**src/rtl/i2c_irq_pkg.sv**
```systemverilog
package i2c_irq_pkg;

  localparam int NUM_EVT  = 10;
  localparam int NUM_FLAG = NUM_EVT + 2;

  localparam int EVT_TX_ABRT   = 4;
  localparam int FLAG_TX_EMPTY = NUM_EVT;
  localparam int FLAG_RX_FULL  = NUM_EVT + 1;

  localparam int ADR_RAW      = 0;
  localparam int ADR_MASKED   = 1;
  localparam int ADR_MASK     = 2;
  localparam int ADR_TX_THR   = 3;
  localparam int ADR_RX_THR   = 4;
  localparam int ADR_ABRT_SRC = 5;
  localparam int ADR_CLR_ALL  = 6;
  localparam int ADR_CLR_BASE = 16;

  typedef struct packed {
    logic [NUM_EVT-1:0] clrEvt;
    logic               clrAll;
    logic               wrMask;
    logic               wrTxThr;
    logic               wrRxThr;
  } strobe_t;

  typedef enum logic [3:0] {
    SEL_NONE,
    SEL_RAW,
    SEL_MASKED,
    SEL_MASK,
    SEL_TX_THR,
    SEL_RX_THR,
    SEL_ABRT_SRC,
    SEL_CLR_ALL,
    SEL_CLR_EVT
  } rdsel_t;

endpackage

```
**src/rtl/i2c_irq_ctrl.sv**
```systemverilog
module i2c_irq_ctrl
  import i2c_irq_pkg::*;
#(
  parameter int ADDR_W = 5
) (
  input  logic               regWe,
  input  logic               regRe,
  input  logic [ADDR_W-1:0]  regAddr,
  output strobe_t            strb,
  output rdsel_t             rdSel,
  output logic [NUM_EVT-1:0] selHit
);

  // one decoder per per-event clear register
  for (genvar i = 0; i < NUM_EVT; i++) begin : g_clrDec
    assign selHit[i] = (regAddr == ADDR_W'(ADR_CLR_BASE + i));
  end

  logic isMask;
  logic isTxThr;
  logic isRxThr;
  logic isClrAll;

  assign isMask   = (regAddr == ADDR_W'(ADR_MASK));
  assign isTxThr  = (regAddr == ADDR_W'(ADR_TX_THR));
  assign isRxThr  = (regAddr == ADDR_W'(ADR_RX_THR));
  assign isClrAll = (regAddr == ADDR_W'(ADR_CLR_ALL));

  always_comb begin
    strb         = '0;
    strb.clrEvt  = regRe ? selHit : '0;
    strb.clrAll  = regRe && isClrAll;
    strb.wrMask  = regWe && isMask;
    strb.wrTxThr = regWe && isTxThr;
    strb.wrRxThr = regWe && isRxThr;
  end

  always_comb begin
    rdSel = SEL_NONE;
    if (|selHit) begin
      rdSel = SEL_CLR_EVT;
    end else begin
      case (regAddr)
        ADDR_W'(ADR_RAW):      rdSel = SEL_RAW;
        ADDR_W'(ADR_MASKED):   rdSel = SEL_MASKED;
        ADDR_W'(ADR_MASK):     rdSel = SEL_MASK;
        ADDR_W'(ADR_TX_THR):   rdSel = SEL_TX_THR;
        ADDR_W'(ADR_RX_THR):   rdSel = SEL_RX_THR;
        ADDR_W'(ADR_ABRT_SRC): rdSel = SEL_ABRT_SRC;
        ADDR_W'(ADR_CLR_ALL):  rdSel = SEL_CLR_ALL;
        default:               rdSel = SEL_NONE;
      endcase
    end
  end

endmodule

```
**src/rtl/i2c_irq_datapath.sv**
```systemverilog
module i2c_irq_datapath
  import i2c_irq_pkg::*;
#(
  parameter int LVL_W  = 4,
  parameter int ABRT_W = 8,
  parameter int DATA_W = 16
) (
  input  logic                clk,
  input  logic                rstN,
  input  strobe_t             strb,
  input  rdsel_t              rdSel,
  input  logic [NUM_EVT-1:0]  selHit,
  input  logic [DATA_W-1:0]   regWdata,
  input  logic [NUM_EVT-1:0]  evtPulse,
  input  logic [ABRT_W-1:0]   abortSrcIn,
  input  logic [LVL_W-1:0]    txLevel,
  input  logic [LVL_W-1:0]    rxLevel,
  output logic [NUM_FLAG-1:0] rawStat,
  output logic [NUM_FLAG-1:0] maskedStat,
  output logic [NUM_FLAG-1:0] maskReg,
  output logic [ABRT_W-1:0]   abortSrc,
  output logic [DATA_W-1:0]   regRdata,
  output logic                irq
);

  logic [NUM_EVT-1:0] stickyFlag;
  logic [LVL_W-1:0]   txThr;
  logic [LVL_W-1:0]   rxThr;
  logic               txEmptyLvl;
  logic               rxFullLvl;
  logic               abrtWipe;
  logic               unusedWdata;

  assign unusedWdata = ^regWdata;

  // sticky event flags: a pulse outranks a clear in the same cycle
  for (genvar i = 0; i < NUM_EVT; i++) begin : g_sticky
    always_ff @(posedge clk or negedge rstN) begin
      if (!rstN) begin
        stickyFlag[i] <= 1'b0;
      end else if (evtPulse[i]) begin
        stickyFlag[i] <= 1'b1;
      end else if (strb.clrEvt[i] || strb.clrAll) begin
        stickyFlag[i] <= 1'b0;
      end
    end
  end

  always_ff @(posedge clk or negedge rstN) begin
    if (!rstN) begin
      maskReg <= '0;
      txThr   <= '0;
      rxThr   <= '0;
    end else begin
      if (strb.wrMask)  maskReg <= regWdata[NUM_FLAG-1:0];
      if (strb.wrTxThr) txThr   <= regWdata[LVL_W-1:0];
      if (strb.wrRxThr) rxThr   <= regWdata[LVL_W-1:0];
    end
  end

  // abort cause capture, wiped by the abort clear or the clear-all read
  assign abrtWipe = strb.clrEvt[EVT_TX_ABRT] || strb.clrAll;

  always_ff @(posedge clk or negedge rstN) begin
    if (!rstN) begin
      abortSrc <= '0;
    end else if (evtPulse[EVT_TX_ABRT]) begin
      abortSrc <= (abrtWipe ? '0 : abortSrc) | abortSrcIn;
    end else if (abrtWipe) begin
      abortSrc <= '0;
    end
  end

  // level flags follow the FIFO levels directly
  assign txEmptyLvl = (txLevel <= txThr);
  assign rxFullLvl  = (rxLevel > rxThr);

  assign rawStat    = {rxFullLvl, txEmptyLvl, stickyFlag};
  assign maskedStat = rawStat & maskReg;

  always_ff @(posedge clk or negedge rstN) begin
    if (!rstN) begin
      irq <= 1'b0;
    end else begin
      irq <= |maskedStat;
    end
  end

  always_comb begin
    case (rdSel)
      SEL_RAW:      regRdata = DATA_W'(rawStat);
      SEL_MASKED:   regRdata = DATA_W'(maskedStat);
      SEL_MASK:     regRdata = DATA_W'(maskReg);
      SEL_TX_THR:   regRdata = DATA_W'(txThr);
      SEL_RX_THR:   regRdata = DATA_W'(rxThr);
      SEL_ABRT_SRC: regRdata = DATA_W'(abortSrc);
      SEL_CLR_ALL:  regRdata = DATA_W'(|stickyFlag);
      SEL_CLR_EVT:  regRdata = DATA_W'(|(stickyFlag & selHit));
      default:      regRdata = '0;
    endcase
  end

endmodule

```
**src/rtl/i2c_irq_status.sv**
```systemverilog
module i2c_irq_status
  import i2c_irq_pkg::*;
#(
  parameter int ADDR_W = 5,
  parameter int DATA_W = 16,
  parameter int LVL_W  = 4,
  parameter int ABRT_W = 8
) (
  input  logic               clk,
  input  logic               rstN,
  input  logic               regWe,
  input  logic               regRe,
  input  logic [ADDR_W-1:0]  regAddr,
  input  logic [DATA_W-1:0]  regWdata,
  output logic [DATA_W-1:0]  regRdata,
  input  logic [NUM_EVT-1:0] evtPulse,
  input  logic [ABRT_W-1:0]  abortSrcIn,
  input  logic [LVL_W-1:0]   txLevel,
  input  logic [LVL_W-1:0]   rxLevel,
  output logic               irq
);

  strobe_t             strb;
  rdsel_t              rdSel;
  logic [NUM_EVT-1:0]  selHit;
  logic [NUM_FLAG-1:0] rawStat;
  logic [NUM_FLAG-1:0] maskedStat;
  logic [NUM_FLAG-1:0] maskReg;
  logic [ABRT_W-1:0]   abortSrc;

  i2c_irq_ctrl #(
    .ADDR_W(ADDR_W)
  ) u_ctrl (
    .regWe  (regWe),
    .regRe  (regRe),
    .regAddr(regAddr),
    .strb   (strb),
    .rdSel  (rdSel),
    .selHit (selHit)
  );

  i2c_irq_datapath #(
    .LVL_W (LVL_W),
    .ABRT_W(ABRT_W),
    .DATA_W(DATA_W)
  ) u_dp (
    .clk       (clk),
    .rstN      (rstN),
    .strb      (strb),
    .rdSel     (rdSel),
    .selHit    (selHit),
    .regWdata  (regWdata),
    .evtPulse  (evtPulse),
    .abortSrcIn(abortSrcIn),
    .txLevel   (txLevel),
    .rxLevel   (rxLevel),
    .rawStat   (rawStat),
    .maskedStat(maskedStat),
    .maskReg   (maskReg),
    .abortSrc  (abortSrc),
    .regRdata  (regRdata),
    .irq       (irq)
  );

endmodule

```
**config.mk**
```make
export PLATFORM = sky130hd
export DESIGN_NAME = i2c_irq_status
export DESIGN_NICKNAME = d
export VERILOG_FILES = /design/src/rtl/i2c_irq_pkg.sv /design/src/rtl/i2c_irq_ctrl.sv /design/src/rtl/i2c_irq_datapath.sv /design/src/rtl/i2c_irq_status.sv
export SDC_FILE = /design/constraint.sdc
export NUM_CORES = 1
export LEC_CHECK = 0
export ABC_AREA = 1
export BUFFER_PORTS_ARGS = -buffer_cell sky130_fd_sc_hd__clkbuf_2
export CAP_MARGIN = 30
export CELL_PAD_IN_SITES_DETAIL_PLACEMENT = 1
export CELL_PAD_IN_SITES_GLOBAL_PLACEMENT = 1
export CORE_MARGIN = 2
export CORE_UTILIZATION = 30
export CTS_BUF_LIST = sky130_fd_sc_hd__clkbuf_4
export DETAILED_ROUTE_END_ITERATION = 7
export GPL_ROUTABILITY_DRIVEN = 0
export PLACE_DENSITY_LB_ADDON = 0.1
export SYNTH_ARGS = -nofsm -noshare
export SYNTH_HDL_FRONTEND = slang
export SYNTH_HIERARCHICAL = 1
export SYNTH_SLANG_ARGS = --single-unit
```
**constraint.sdc**
```tcl
create_clock -name clk -period 4.41 [get_ports clk]
set_input_delay 1.323 -clock clk [delete_from_list [all_inputs] [get_ports clk]]
set_output_delay 1.323 -clock clk [all_outputs]
set_load 0.01 [all_outputs]
```
==> report_table.html, run 1 <==
<table>
<tr><th>Metric</th><th>Value</th></tr>
<tr><th colspan="2">Floorplan</th></tr>
<tr><td>Core Region</td><td>slightly above 8000 sq um</td></tr>
<tr><td>Number of top-level pins</td><td>68</td></tr>
<tr><td>Number of standard-cell rows in the floorplan</td><td>33</td></tr>
<tr><td>Die H</td><td>a little under 100 um</td></tr>
<tr><td>Width of the chip</td><td>roughly 96 um</td></tr>
<tr><td>Effective utilization at floorplan</td><td>31.0%</td></tr>
<tr><td>Overall die area</td><td>9230 sq um</td></tr>
<tr><th colspan="2">Timing</th></tr>
<tr><td>Headroom to the max-slew limit</td><td>between 40% and 50%</td></tr>
<tr><td>Pins over their slew limit</td><td>0</td></tr>
<tr><td>F_max</td><td>241 MHz</td></tr>
<tr><td>Setup TNS Final</td><td>0 ns</td></tr>
<tr><td>RSZ-0062 raised after global routing</td><td>false</td></tr>
<tr><td>Tcrit/Tclk final</td><td>approximately 94%</td></tr>
<tr><td>Slew at the pin with the worst max-slew slack</td><td>between 0.8 and 0.9 ns</td></tr>
<tr><td>Total of endpoints with negative setup slack in the final report</td><td>0</td></tr>
<tr><td>Final Hold Viols</td><td>0</td></tr>
<tr><td>Post-route minimum period</td><td>4.15 ns</td></tr>
<tr><td>Clock skew</td><td>around 0.016 ns</td></tr>
<tr><td>Setup slack of the critical path after layout</td><td>between 0.2 and 0.3 ns</td></tr>
<tr><th colspan="2">Yosys</th></tr>
<tr><td>Mapped Area</td><td>about 2500 sq um</td></tr>
<tr><td>Yosys warning total</td><td>6</td></tr>
<tr><td>Gate count of the mapped netlist</td><td>344</td></tr>
<tr><td>Synthesized area divided by synthesized cell count</td><td>approximately 7.4 sq um</td></tr>
<tr><th colspan="2">Critical path</th></tr>
<tr><td>Stage delay of the slowest cell on the critical path</td><td>between 0.3 and 0.4 ns</td></tr>
<tr><td>Worst reg2reg setup slack</td><td>~3.1 ns</td></tr>
<tr><td>Max stage delay cell, worst path</td><td>sky130_fd_sc_hd__nor2_1</td></tr>
<tr><td>Most repeated library cell on the critical path</td><td>sky130_fd_sc_hd__nand2_1</td></tr>
<tr><td>Element type at the critical path start</td><td>input port</td></tr>
<tr><td>Cell Chain, Critical Path</td><td>clkbuf_2 &gt; inv_1 &gt; nand2_1 &gt; nor2_1 &gt; nand2_1 &gt; inv_1 &gt; nand2_4 &gt; inv_2 &gt; nand2_1 &gt; o2111ai_1 &gt; clkbuf_2</td></tr>
<tr><td>Data arrival time of the critical path</td><td>~2.8 ns</td></tr>
<tr><td>Crit-path max FO</td><td>6</td></tr>
<tr><td>R2R cell count</td><td>8</td></tr>
<tr><td>Startpoint of the most critical register-to-register path</td><td>u_dp/txThr[2]$_DFFE_PN0P_</td></tr>
<tr><td>Critical Path End Type</td><td>output port</td></tr>
<tr><td>Largest delay contributor family on the critical path</td><td>simple AND/OR/NAND/NOR gates</td></tr>
<tr><td>Required time of the critical path</td><td>3.09 ns</td></tr>
<tr><td>CP bufs+invs</td><td>5</td></tr>
<tr><td>Worst r2r dst</td><td>u_dp/irq$_DFF_PN0_</td></tr>
<tr><td>Crit Path Class</td><td>in2out</td></tr>
<tr><th colspan="2">Layout</th></tr>
<tr><td>Area growth from synthesis to layout</td><td>20.6%</td></tr>
<tr><td>Most common cell after layout, fill and taps aside</td><td>sky130_fd_sc_hd__nand2_1</td></tr>
<tr><td>Antenna diodes</td><td>0</td></tr>
<tr><td>Layout cell share with drive strength beyond 1</td><td>~25%</td></tr>
<tr><td>Leading cell types in the layout, fill and taps excluded</td><td>sky130_fd_sc_hd__nand2_1, sky130_fd_sc_hd__clkbuf_2, sky130_fd_sc_hd__inv_1, sky130_fd_sc_hd__dfrtp_1, sky130_fd_sc_hd__nor2_1</td></tr>
<tr><td>Post-Layout Inst Area</td><td>3070 sq um</td></tr>
<tr><td>Post-layout nets</td><td>471</td></tr>
<tr><td>Final cell utilization of the core</td><td>between 30% and 40%</td></tr>
<tr><td>Total of fill cells in the finished design</td><td>roughly 1100</td></tr>
<tr><th colspan="2">Clock tree</th></tr>
<tr><td>Number of H-tree levels</td><td>2</td></tr>
<tr><td>Hold Buf Count CTS</td><td>0</td></tr>
<tr><td>Cell at the root of the clock tree</td><td>sky130_fd_sc_hd__clkbuf_4</td></tr>
<tr><td>Count of clock tree sinks</td><td>39</td></tr>
<tr><td>TritonCTS clock tree</td><td>done</td></tr>
<tr><td>Post-cts gate resize count</td><td>0</td></tr>
<tr><td>Count of buffers added by post-CTS timing repair for setup</td><td>0</td></tr>
<tr><td>Inserted Clock Buffers</td><td>5</td></tr>
<tr><td>Worst-path clk slew</td><td>0.12 ns</td></tr>
<tr><td>Clk Latency, worst-skew pair</td><td>0.35 ns</td></tr>
<tr><td>Deepest clock path buffer count</td><td>2</td></tr>
<tr><th colspan="2">GRT</th></tr>
<tr><td>Initial antenna violation count</td><td>0</td></tr>
<tr><td>Global-route wire length before repair</td><td>12.3 mm</td></tr>
<tr><td>Met3 usage</td><td>under 10%</td></tr>
<tr><td>Vias in the first global route</td><td>2515</td></tr>
<tr><td>Layer with the highest usage after global routing</td><td>met2</td></tr>
<tr><td>Grt ovf</td><td>0</td></tr>
<tr><td>Global routing usage on met1</td><td>around a quarter</td></tr>
<tr><td>All-Layer GR Usage</td><td>between 15 and 20%</td></tr>
<tr><td>Maximum number of pins on one net before global-route repair</td><td>22</td></tr>
<tr><td>Global routing met2 resource utilization</td><td>between 20% and 30%</td></tr>
<tr><th colspan="2">Min path</th></tr>
<tr><td>Hold endpoint</td><td>u_dp/abortSrc[4]$_DFF_PN0_</td></tr>
<tr><td>HP Start</td><td>u_dp/abortSrc[4]$_DFF_PN0_</td></tr>
<tr><td>Number of cells on the worst hold path</td><td>1</td></tr>
<tr><td>Worst hold-check path type</td><td>reg2reg</td></tr>
<tr><th colspan="2">Pwr</th></tr>
<tr><td>Largest voltage drop on the vdd net</td><td>approximately 0.00011 V</td></tr>
<tr><td>Power density over cell area</td><td>about 280 nW/um^2</td></tr>
<tr><td>Internal power component</td><td>roughly 570 uW</td></tr>
<tr><td>Comb pwr share</td><td>between 20 and 30%</td></tr>
<tr><td>Switching pwr</td><td>292 uW</td></tr>
<tr><td>Fraction of power spent switching nets</td><td>approximately 34%</td></tr>
<tr><td>Clock Power Share</td><td>around 23%</td></tr>
<tr><td>Total leakage power</td><td>roughly 1.6 nW</td></tr>
<tr><td>Reg power frac</td><td>approximately half</td></tr>
<tr><th colspan="2">Drt</th></tr>
<tr><td>Drt first pass iters</td><td>4</td></tr>
<tr><td>DRC violations left</td><td>0</td></tr>
<tr><td>DR vias/cell</td><td>4.75</td></tr>
<tr><td>Antenna viol nets, final</td><td>0</td></tr>
<tr><td>First-iteration detailed-routing DRC count</td><td>66</td></tr>
<tr><td>Total wire length</td><td>between 7 and 8 mm</td></tr>
<tr><td>Total vias in the final route</td><td>2458</td></tr>
<tr><td>Average detailed-routed wire length per instance</td><td>14.3 um</td></tr>
<tr><th colspan="2">Run status</th></tr>
<tr><td>Result of the run</td><td>completed</td></tr>
<tr><th colspan="2">Placed design</th></tr>
<tr><td>Port Buffer Count</td><td>59</td></tr>
<tr><td>Sum of net half-perimeters after detailed placement</td><td>between 6 and 7 mm</td></tr>
<tr><td>Cell area reported after detailed placement</td><td>3010 sq um</td></tr>
<tr><td>Pre-CTS setup slack</td><td>0.250 ns</td></tr>
<tr><th colspan="2">Job</th></tr>
<tr><td>Total of max-cap violations</td><td>0</td></tr>
</table>
[per-stage QoR]
| stage | instances | power, mW | hold WS, ns |
|---|---|---|---|
| 5_1_grt | 518 | 0.938 | 0.558 |
| 2_1_floorplan | 347 | 0.583 | 0.466 |
| 4_1_cts | 518 | 0.883 | 0.529 |
| 3_3_place_gp | 509 | 0.670 | 0.497 |
| 6_report | 518 | 0.864 | 0.520 |
| 3_5_place_dp | 510 | 0.682 | 0.491 |
[registers in the layout, indices dropped and copies added (netlist names)]
signal         cells
u_dp/maskReg      12
u_dp/rxThr         4
u_dp/abortSrc      8
u_dp/irq           1
u_dp/rawStat      10
u_dp/txThr         4
[final cells by class]
class / count / area (sq um) / share of cell area (%)
Clock buffer: 7 / 52.6 / 1.71
Clock inverter: 1 / 5.00 / 0.163
Inverter: 53 / 201 / 6.57
Multi-Input combinational cell: 246 / 1330 / 43.2
Sequential cell: 39 / 976 / 31.8
Tap cell: 105 / 131 / 4.28
Timing Repair Buffer: 67 / 375 / 12.2
[routing by layer]
| layer | routed length (um) | vias up |
|---|---|---|
| li1 | - | 1252 |
| met1 | 3550 | 1157 |
| met2 | 3550 | 44 |
| met3 | 278 | 5 |
| met4 | 52 | 0 |
| met5 | 0 | - |
[worst max-delay path by stage]
stage	from	end	slack (ns)	depth (start not counted)
floorplan	regAddr[4]	regRdata[1]	0.37	10
global placement	regAddr[4]	regRdata[7]	0.26	11
detailed placement	regAddr[4]	regRdata[7]	0.25	11
CTS	regAddr[4]	regRdata[7]	0.25	11
global route	regAddr[4]	regRdata[7]	0.02	11
finish	regAddr[4]	regRdata[7]	0.26	11
[power by group through the flow]
stage          registers [mW]  logic, mW  clock network [mW]
2_1_floorplan           0.431      0.152                   0
3_3_place_gp            0.442      0.228                   0
3_5_place_dp            0.443      0.238                   0
4_1_cts                 0.436      0.239               0.208
5_1_grt                 0.443      0.271               0.224
6_report                0.435      0.234               0.195
Note: power is estimated with default switching activity, not from simulation.
==> run 2, diff against run 1 <==
--- a/config.mk
+++ b/config.mk
@@ -6,7 +6,6 @@
 export NUM_CORES = 1
 export LEC_CHECK = 0
 export ABC_AREA = 1
-export BUFFER_PORTS_ARGS = -buffer_cell sky130_fd_sc_hd__clkbuf_2
 export CAP_MARGIN = 30
 export CELL_PAD_IN_SITES_DETAIL_PLACEMENT = 1
 export CELL_PAD_IN_SITES_GLOBAL_PLACEMENT = 1
@@ -14,6 +13,7 @@
 export CORE_UTILIZATION = 30
 export CTS_BUF_LIST = sky130_fd_sc_hd__clkbuf_4
 export DETAILED_ROUTE_END_ITERATION = 7
+export DONT_BUFFER_PORTS = 1
 export GPL_ROUTABILITY_DRIVEN = 0
 export PLACE_DENSITY_LB_ADDON = 0.1
 export SYNTH_ARGS = -nofsm -noshare
==> report_table.html, run 2 (synthesis gave the netlist of run 1 again) <==
<table>
<tr><th>Metric</th><th>Value</th></tr>
<tr><th colspan="2">Run status</th></tr>
<tr><td>Result of the run</td><td>completed</td></tr>
<tr><th colspan="2">Pwr</th></tr>
<tr><td>Power density over cell area</td><td>315 nW/um^2 (+12%)</td></tr>
<tr><td>Fraction of power spent switching nets</td><td>31.7% (-2.2 points)</td></tr>
<tr><td>Post-layout total power</td><td>864 uW (about the same)</td></tr>
<tr><td>Internal power component</td><td>590 uW (+3.3%)</td></tr>
<tr><td>Largest voltage drop on the vdd net</td><td>0.000141 V (+24%)</td></tr>
<tr><td>Reg power frac</td><td>50.4% (about the same)</td></tr>
<tr><td>Clock Power Share</td><td>27.6% (+5.1 points)</td></tr>
<tr><td>Total leakage power</td><td>1.34 nW (-17%)</td></tr>
<tr><td>Comb pwr share</td><td>21.9% (-5.2 points)</td></tr>
<tr><td>Switching pwr</td><td>274 uW (-6.5%)</td></tr>
<tr><th colspan="2">Clock tree</th></tr>
<tr><td>Deepest clock path buffer count</td><td>2 (unchanged)</td></tr>
<tr><td>Count of clock tree sinks</td><td>39 (unchanged)</td></tr>
<tr><td>Hold Buf Count CTS</td><td>0 (unchanged)</td></tr>
<tr><td>Post-cts gate resize count</td><td>0 (unchanged)</td></tr>
<tr><td>Cell at the root of the clock tree</td><td>sky130_fd_sc_hd__clkbuf_4</td></tr>
<tr><td>Count of buffers added by post-CTS timing repair for setup</td><td>0 (unchanged)</td></tr>
<tr><td>Inserted Clock Buffers</td><td>5 (unchanged)</td></tr>
<tr><td>TritonCTS clock tree</td><td>done</td></tr>
<tr><td>Worst-path clk slew</td><td>0.12 ns (about the same)</td></tr>
<tr><td>Number of H-tree levels</td><td>2 (unchanged)</td></tr>
<tr><td>Clk Latency, worst-skew pair</td><td>0.34 ns (about the same)</td></tr>
<tr><th colspan="2">Layout</th></tr>
<tr><td>Multi-input gate area</td><td>1330 sq um (unchanged)</td></tr>
<tr><td>Final cell utilization of the core</td><td>33.4% (-3.9 points)</td></tr>
<tr><td>Number of flip-flops in the largest register</td><td>12 (unchanged)</td></tr>
<tr><td>Total of fill cells in the finished design</td><td>1043 (-1.0%)</td></tr>
<tr><td>Most common cell after layout, fill and taps aside</td><td>sky130_fd_sc_hd__nand2_1</td></tr>
<tr><td>Leading cell types in the layout, fill and taps excluded</td><td>sky130_fd_sc_hd__nand2_1, sky130_fd_sc_hd__inv_1, sky130_fd_sc_hd__dfrtp_1, sky130_fd_sc_hd__nor2_1, sky130_fd_sc_hd__nand3_1</td></tr>
<tr><td>Reg with most FFs</td><td>u_dp/maskReg</td></tr>
<tr><td>Post-layout nets</td><td>408 (-13%)</td></tr>
<tr><td>Area growth from synthesis to layout</td><td>7.82%</td></tr>
<tr><td>Fin cells</td><td>456 (-12%)</td></tr>
<tr><td>Layout cell share with drive strength beyond 1</td><td>11.7% (-14 points)</td></tr>
<tr><td>Post-Layout Inst Area</td><td>2740 sq um (-11%)</td></tr>
<tr><td>Total area of sequential cells</td><td>976 sq um (unchanged)</td></tr>
<tr><th colspan="2">Critical path</th></tr>
<tr><td>Cell Chain, Critical Path</td><td>inv_1 &gt; nand2_1 &gt; nor2_1 &gt; inv_2 &gt; nor2_4 &gt; nand2_4 &gt; o22ai_1 &gt; nor2_1 &gt; nand2_1</td></tr>
<tr><td>Max stage delay cell, worst path</td><td>sky130_fd_sc_hd__nor2_1</td></tr>
<tr><td>Startpoint of the most critical register-to-register path</td><td>u_dp/rxThr[3]$_DFFE_PN0P_</td></tr>
<tr><td>Stage delay of the slowest cell on the critical path</td><td>0.33 ns (about the same)</td></tr>
<tr><td>Worst r2r dst</td><td>u_dp/irq$_DFF_PN0_</td></tr>
<tr><td>Critical Path End Type</td><td>output port</td></tr>
<tr><td>Largest delay contributor family on the critical path</td><td>simple AND/OR/NAND/NOR gates</td></tr>
<tr><td>Required time of the critical path</td><td>3.09 ns (about the same)</td></tr>
<tr><td>CP bufs+invs</td><td>2 (-3)</td></tr>
<tr><td>Element type at the critical path start</td><td>input port</td></tr>
<tr><td>Data arrival time of the critical path</td><td>2.64 ns (-0.18 ns)</td></tr>
<tr><td>Crit-path max FO</td><td>8 (+2)</td></tr>
<tr><td>Worst reg2reg setup slack</td><td>3.09 ns (-0.02 ns)</td></tr>
<tr><td>R2R cell count</td><td>8 (unchanged)</td></tr>
<tr><td>Crit Path Class</td><td>in2out</td></tr>
<tr><th colspan="2">Drt</th></tr>
<tr><td>Drt first pass iters</td><td>4 (unchanged)</td></tr>
<tr><td>Met1 routed wirelength after detailed routing</td><td>3.30 mm (-7.0%)</td></tr>
<tr><td>DR vias/cell</td><td>4.97 (+4.7%)</td></tr>
<tr><td>Met2 wire length</td><td>3.49 mm (-1.5%)</td></tr>
<tr><td>Routed met3 length</td><td>398 um (+43%)</td></tr>
<tr><td>Top layer reached by signal wires</td><td>met4</td></tr>
<tr><td>First-iteration detailed-routing DRC count</td><td>70 (+6.1%)</td></tr>
<tr><td>Average detailed-routed wire length per instance</td><td>15.8 um (+11%)</td></tr>
<tr><td>DRC violations left</td><td>0 (unchanged)</td></tr>
<tr><td>Antenna viol nets, final</td><td>0 (unchanged)</td></tr>
<tr><td>Total wire length</td><td>7.22 mm (-2.7%)</td></tr>
<tr><td>Total vias in the final route</td><td>2266 (-7.8%)</td></tr>
<tr><th colspan="2">GRT</th></tr>
<tr><td>All-Layer GR Usage</td><td>16.9% (-0.59 points)</td></tr>
<tr><td>Vias in the first global route</td><td>2229 (-11%)</td></tr>
<tr><td>Global-route wire length before repair</td><td>11.7 mm (-4.7%)</td></tr>
<tr><td>Initial antenna violation count</td><td>1 (+1)</td></tr>
<tr><td>Maximum number of pins on one net before global-route repair</td><td>40 (+82%)</td></tr>
<tr><td>Grt ovf</td><td>0 (unchanged)</td></tr>
<tr><th colspan="2">Timing</th></tr>
<tr><td>Headroom to the max-slew limit</td><td>44.9% (+2.2 points)</td></tr>
<tr><td>Setup TNS Final</td><td>0 ns (unchanged)</td></tr>
<tr><td>Setup slack of the critical path after layout</td><td>0.450 ns (+0.188 ns)</td></tr>
<tr><td>Clock skew</td><td>0.00751 ns (-0.00846 ns)</td></tr>
<tr><td>Tcrit/Tclk final</td><td>89.8% (-4.3 points)</td></tr>
<tr><td>Worst hold margin</td><td>0.523 ns (+0.00309 ns)</td></tr>
<tr><td>Post-route minimum period</td><td>3.96 ns (-0.188 ns)</td></tr>
<tr><td>RSZ-0062 raised after global routing</td><td>false</td></tr>
<tr><td>Total of endpoints with negative setup slack in the final report</td><td>0 (unchanged)</td></tr>
<tr><td>Pins over their slew limit</td><td>0 (unchanged)</td></tr>
<tr><td>F_max</td><td>253 MHz (+4.7%)</td></tr>
<tr><td>Final Hold Viols</td><td>0 (unchanged)</td></tr>
<tr><td>Slew at the pin with the worst max-slew slack</td><td>0.823 ns (-0.0334 ns)</td></tr>
<tr><th colspan="2">Floorplan</th></tr>
<tr><td>Overall die area</td><td>9230 sq um (unchanged)</td></tr>
<tr><td>Core Region</td><td>8220 sq um (unchanged)</td></tr>
<tr><td>Die H</td><td>96.1 um (unchanged)</td></tr>
<tr><td>Number of top-level pins</td><td>68 (unchanged)</td></tr>
<tr><td>Width of the chip</td><td>96.1 um (unchanged)</td></tr>
<tr><td>Number of standard-cell rows in the floorplan</td><td>33 (unchanged)</td></tr>
<tr><td>Effective utilization at floorplan</td><td>31.0% (unchanged)</td></tr>
<tr><th colspan="2">Min path</th></tr>
<tr><td>HP Start</td><td>u_dp/abortSrc[4]$_DFF_PN0_</td></tr>
<tr><td>Hold endpoint</td><td>u_dp/abortSrc[4]$_DFF_PN0_</td></tr>
<tr><td>Number of cells on the worst hold path</td><td>1 (unchanged)</td></tr>
<tr><td>Worst hold-check path type</td><td>reg2reg</td></tr>
<tr><th colspan="2">Placed design</th></tr>
<tr><td>Cell area reported after detailed placement</td><td>2660 sq um (-11%)</td></tr>
<tr><td>Sum of net half-perimeters after detailed placement</td><td>5.91 mm (-4.6%)</td></tr>
<tr><td>Cell count after placement</td><td>447 (-12%)</td></tr>
<tr><td>Port Buffer Count</td><td>0 (-100%)</td></tr>
<tr><td>Pre-CTS setup slack</td><td>0.451 ns (+0.200 ns)</td></tr>
<tr><th colspan="2">Job</th></tr>
<tr><td>Total of max-cap violations</td><td>0 (unchanged)</td></tr>
</table>
-- run 2: cell count changes in the layout (fill, tap and decap cells not counted) --
cell,previous run,this run
sky130_fd_sc_hd__buf_16,1,0
sky130_fd_sc_hd__buf_4,7,4
sky130_fd_sc_hd__clkbuf_2,59,0
sky130_fd_sc_hd__clkinv_1,1,2
sky130_fd_sc_hd__diode_2,0,1
sky130_fd_sc_hd__clkbuf_4,7,5
sky130_fd_sc_hd__bufinv_16,0,1
-- run 2: per-layer routing --
metal  vias up  global-route usage (%)
met5         -                       0
li1       1126                       -
met4         0                    3.21
met2        45                    28.2
met3         2                    4.31
met1      1093                    22.1
-- run 2: layout make-up --
| cell class | instances | area share [%] |
|---|---|---|
| Multi-Input combinational cell | 246 | 48.3 |
| Antenna cell | 1 | 0.0912 |
| Timing Repair Buffer | 4 | 1.09 |
| Clock inverter | 3 | 1.41 |
| Sequential cell | 39 | 35.6 |
| Clock buffer | 5 | 1.37 |
| Inverter | 53 | 7.34 |
| Tap cell | 105 | 4.79 |
-- run 2: how the worst max path moves through the flow --
stage | startpoint | end | cells past startpoint
after CTS | regAddr[4] | regRdata[2] | 9
after detailed placement | regAddr[4] | regRdata[1] | 9
final | regAddr[4] | regRdata[1] | 9
after floorplan | regAddr[4] | regRdata[1] | 10
after global placement | regAddr[3] | regRdata[1] | 9
after global routing | regAddr[4] | regRdata[5] | 9
-- run 2: power by group through the flow --
stage	Combinational [mW]	Sequential (mW)	Clock, mW
2_1_floorplan	0.152	0.431	0
6_report	0.190	0.435	0.239
4_1_cts	0.194	0.437	0.252
3_5_place_dp	0.193	0.444	0
3_3_place_gp	0.187	0.443	0
5_1_grt	0.222	0.443	0.269
-- run 2: worst reg2reg max path, stage by stage (launching register included) --
cell                      delay, ns
sky130_fd_sc_hd__dfrtp_1       0.38
sky130_fd_sc_hd__inv_1         0.11
sky130_fd_sc_hd__ha_1          0.26
sky130_fd_sc_hd__nand2_1       0.07
sky130_fd_sc_hd__inv_1         0.05
sky130_fd_sc_hd__nand2_1       0.06
sky130_fd_sc_hd__nand2_1       0.10
sky130_fd_sc_hd__nand3_1       0.09
sky130_fd_sc_hd__nand3_1       0.09
==> run 3, diff against run 2 <==
--- a/config.mk
+++ b/config.mk
@@ -11,7 +11,7 @@
 export CELL_PAD_IN_SITES_GLOBAL_PLACEMENT = 1
 export CORE_MARGIN = 2
 export CORE_UTILIZATION = 30
-export CTS_BUF_LIST = sky130_fd_sc_hd__clkbuf_4
+export CTS_BUF_LIST = sky130_fd_sc_hd__clkbuf_8 sky130_fd_sc_hd__clkbuf_16
 export DETAILED_ROUTE_END_ITERATION = 7
 export DONT_BUFFER_PORTS = 1
 export GPL_ROUTABILITY_DRIVEN = 0
==> report_table.html, run 3 (synthesis gave the netlist of run 1 again) <==
<table>
<tr><th>Metric</th><th>Value</th></tr>
<tr><th colspan="2">Timing</th></tr>
<tr><td>Tcrit/Tclk final</td><td>90.5% (+0.73 points)</td></tr>
<tr><td>Total of endpoints with negative setup slack in the final report</td><td>0 (unchanged)</td></tr>
<tr><td>F_max</td><td>250 MHz (-0.81%)</td></tr>
<tr><td>Headroom to the max-slew limit</td><td>44.7% (-0.16 points)</td></tr>
<tr><td>Pins over their slew limit</td><td>0 (unchanged)</td></tr>
<tr><td>Final Hold Viols</td><td>0 (unchanged)</td></tr>
<tr><td>Post-route minimum period</td><td>3.99 ns (+0.0324 ns)</td></tr>
<tr><td>Slew at the pin with the worst max-slew slack</td><td>0.826 ns (+0.00235 ns)</td></tr>
<tr><td>Clock skew</td><td>0.00641 ns (-0.00110 ns)</td></tr>
<tr><td>RSZ-0062 raised after global routing</td><td>false</td></tr>
<tr><td>Setup slack of the critical path after layout</td><td>0.418 ns (-0.0324 ns)</td></tr>
<tr><td>Setup TNS Final</td><td>0 ns (unchanged)</td></tr>
<tr><th colspan="2">Floorplan</th></tr>
<tr><td>Number of standard-cell rows in the floorplan</td><td>33 (unchanged)</td></tr>
<tr><td>Die H</td><td>96.1 um (unchanged)</td></tr>
<tr><td>Core Region</td><td>8220 sq um (unchanged)</td></tr>
<tr><td>Width of the chip</td><td>96.1 um (unchanged)</td></tr>
<tr><td>Number of top-level pins</td><td>68 (unchanged)</td></tr>
<tr><td>Effective utilization at floorplan</td><td>31.0% (unchanged)</td></tr>
<tr><td>Overall die area</td><td>9230 sq um (unchanged)</td></tr>
<tr><th colspan="2">Drt</th></tr>
<tr><td>Total wire length</td><td>7.22 mm (about the same)</td></tr>
<tr><td>DRC violations left</td><td>0 (unchanged)</td></tr>
<tr><td>Met2 wire length</td><td>3.44 mm (-1.4%)</td></tr>
<tr><td>First-iteration detailed-routing DRC count</td><td>76 (+8.6%)</td></tr>
<tr><td>Routed met3 length</td><td>381 um (-4.3%)</td></tr>
<tr><td>Total vias in the final route</td><td>2252 (-0.62%)</td></tr>
<tr><td>Antenna viol nets, final</td><td>0 (unchanged)</td></tr>
<tr><td>Top layer reached by signal wires</td><td>met4</td></tr>
<tr><td>Average detailed-routed wire length per instance</td><td>15.8 um (about the same)</td></tr>
<tr><td>Met1 routed wirelength after detailed routing</td><td>3.35 mm (+1.6%)</td></tr>
<tr><td>DR vias/cell</td><td>4.94 (-0.62%)</td></tr>
<tr><td>Drt first pass iters</td><td>4 (unchanged)</td></tr>
<tr><th colspan="2">Critical path</th></tr>
<tr><td>Crit-path max FO</td><td>8 (unchanged)</td></tr>
<tr><td>Crit Path Class</td><td>in2out</td></tr>
<tr><td>Required time of the critical path</td><td>3.09 ns (about the same)</td></tr>
<tr><td>Critical Path End Type</td><td>output port</td></tr>
<tr><td>Element type at the critical path start</td><td>input port</td></tr>
<tr><td>Data arrival time of the critical path</td><td>2.67 ns (+0.03 ns)</td></tr>
<tr><td>R2R cell count</td><td>9 (+1)</td></tr>
<tr><th colspan="2">Job</th></tr>
<tr><td>Total of max-cap violations</td><td>0 (unchanged)</td></tr>
<tr><th colspan="2">Placed design</th></tr>
<tr><td>Sum of net half-perimeters after detailed placement</td><td>5.91 mm (unchanged)</td></tr>
<tr><td>Pre-CTS setup slack</td><td>0.451 ns (unchanged)</td></tr>
<tr><td>Port Buffer Count</td><td>0 (unchanged)</td></tr>
<tr><td>Cell area reported after detailed placement</td><td>2660 sq um (unchanged)</td></tr>
<tr><th colspan="2">Layout</th></tr>
<tr><td>Layout cell share with drive strength beyond 1</td><td>12.0% (+0.29 points)</td></tr>
<tr><td>Leading cell types in the layout, fill and taps excluded</td><td>sky130_fd_sc_hd__nand2_1, sky130_fd_sc_hd__inv_1, sky130_fd_sc_hd__dfrtp_1, sky130_fd_sc_hd__nor2_1, sky130_fd_sc_hd__nand3_1</td></tr>
<tr><td>Post-layout nets</td><td>408 (unchanged)</td></tr>
<tr><td>Reg with most FFs</td><td>u_dp/maskReg</td></tr>
<tr><td>Total of fill cells in the finished design</td><td>1040 (-0.29%)</td></tr>
<tr><td>Most common cell after layout, fill and taps aside</td><td>sky130_fd_sc_hd__nand2_1</td></tr>
<tr><td>Post-Layout Inst Area</td><td>2780 sq um (+1.5%)</td></tr>
<tr><td>Number of flip-flops in the largest register</td><td>12 (unchanged)</td></tr>
<tr><td>Area growth from synthesis to layout</td><td>9.44%</td></tr>
<tr><th colspan="2">Pwr</th></tr>
<tr><td>Power density over cell area</td><td>336 nW/um^2 (+6.7%)</td></tr>
<tr><td>Switching pwr</td><td>278 uW (+1.8%)</td></tr>
<tr><td>Fraction of power spent switching nets</td><td>29.8% (-1.9 points)</td></tr>
<tr><td>Clock Power Share</td><td>33.2% (+5.6 points)</td></tr>
<tr><td>Reg power frac</td><td>46.6% (-3.8 points)</td></tr>
<tr><td>Internal power component</td><td>657 uW (+11%)</td></tr>
<tr><td>Largest voltage drop on the vdd net</td><td>0.000145 V (+2.9%)</td></tr>
<tr><td>Total leakage power</td><td>1.36 nW (+1.4%)</td></tr>
<tr><td>Post-layout total power</td><td>935 uW (+8.3%)</td></tr>
<tr><td>Comb pwr share</td><td>20.3% (-1.6 points)</td></tr>
<tr><th colspan="2">GRT</th></tr>
<tr><td>Grt ovf</td><td>0 (unchanged)</td></tr>
<tr><td>Global-route wire length before repair</td><td>11.7 mm (unchanged)</td></tr>
<tr><td>Initial antenna violation count</td><td>1 (unchanged)</td></tr>
<tr><td>All-Layer GR Usage</td><td>16.8% (-0.049 points)</td></tr>
<tr><td>Vias in the first global route</td><td>2251 (+0.99%)</td></tr>
<tr><td>Maximum number of pins on one net before global-route repair</td><td>40 (unchanged)</td></tr>
<tr><th colspan="2">Clock tree</th></tr>
<tr><td>Cell at the root of the clock tree</td><td>sky130_fd_sc_hd__clkbuf_8</td></tr>
<tr><td>Worst-path clk slew</td><td>0.07 ns (-0.05 ns)</td></tr>
<tr><td>Hold Buf Count CTS</td><td>0 (unchanged)</td></tr>
<tr><td>Number of H-tree levels</td><td>2 (unchanged)</td></tr>
<tr><td>Deepest clock path buffer count</td><td>2 (unchanged)</td></tr>
<tr><td>Count of buffers added by post-CTS timing repair for setup</td><td>0 (unchanged)</td></tr>
<tr><td>Clk Latency, worst-skew pair</td><td>0.29 ns (-0.05 ns)</td></tr>
<tr><td>Inserted Clock Buffers</td><td>5 (unchanged)</td></tr>
<tr><td>Post-cts gate resize count</td><td>0 (unchanged)</td></tr>
<tr><td>TritonCTS clock tree</td><td>done</td></tr>
<tr><td>Count of clock tree sinks</td><td>39 (unchanged)</td></tr>
<tr><th colspan="2">Min path</th></tr>
<tr><td>Worst hold-check path type</td><td>reg2reg</td></tr>
<tr><td>Number of cells on the worst hold path</td><td>1 (unchanged)</td></tr>
<tr><th colspan="2">Run status</th></tr>
<tr><td>Result of the run</td><td>completed</td></tr>
</table>
==> run 3: critical path, stage by stage <==
cell and delay (ns):
sky130_fd_sc_hd__inv_1 0.13, sky130_fd_sc_hd__nand2_1 0.11, sky130_fd_sc_hd__nor2_1 0.33, sky130_fd_sc_hd__inv_2 0.08, sky130_fd_sc_hd__nor2_4 0.16, sky130_fd_sc_hd__nand2_4 0.09, sky130_fd_sc_hd__o22ai_1 0.22, sky130_fd_sc_hd__nor2_1 0.09
sky130_fd_sc_hd__nand2_1 0.14
==> run 3: power groups by stage <==
stage	registers, mW	clock network (mW)	logic, mW
2_1_floorplan	0.431	0	0.152
3_3_place_gp	0.443	0	0.187
3_5_place_dp	0.444	0	0.193
4_1_cts	0.438	0.324	0.194
5_1_grt	0.443	0.337	0.222
6_report	0.435	0.310	0.190
==> run 3: layout make-up <==
| class | instances | area (sq um) | area share (%) |
|---|---|---|---|
| Inverter | 53 | 201 | 7.24 |
| Timing Repair Buffer | 4 | 30.0 | 1.08 |
| Clock inverter | 2 | 35.0 | 1.26 |
| Sequential cell | 39 | 976 | 35.1 |
| Tap cell | 105 | 131 | 4.72 |
| Antenna cell | 1 | 2.50 | 0.0899 |
| Clock buffer | 6 | 82.6 | 2.97 |
| Multi-Input combinational cell | 246 | 1330 | 47.6 |
==> run 3: final timing paths <==
| kind | startpoint | endpoint | slack, ns |
|---|---|---|---|
| hold reg to reg | u_dp/abortSrc[4]$_DFF_PN0_ | u_dp/abortSrc[4]$_DFF_PN0_ | 0.51 |
| hold / removal | u_dp/abortSrc[4]$_DFF_PN0_ | u_dp/abortSrc[4]$_DFF_PN0_ | 0.51 |
| setup / recovery | regAddr[4] | regRdata[1] | 0.42 |
| min in group asynchronous | rstN | u_dp/rawStat[1]$_DFFE_PN0P_ | 0.72 |
| max in group asynchronous | rstN | u_dp/maskReg[7]$_DFFE_PN0P_ | 3.59 |
| setup reg to reg | u_dp/txThr[3]$_DFFE_PN0P_ | u_dp/irq$_DFF_PN0_ | 3.09 |
==> run 3: layer usage <==
metal / up-vias / track usage [%]
met1: 1079 / 21.8
li1: 1125 / -
met3: 5 / 4.31
met4: 0 / 2.86
met2: 43 / 28.6
met5: - / 0
==> run 3: per-stage QoR <==
stage / hold WS (ns) / cells / utilization [%]
6_report: 0.514 / 456 / 33.9
5_1_grt: 0.546 / 456 / 33.9
4_1_cts: 0.522 / 455 / 33.9
3_5_place_dp: 0.495 / 447 / 32.4
3_3_place_gp: 0.497 / 447 / 32.4
2_1_floorplan: 0.466 / 347 / -
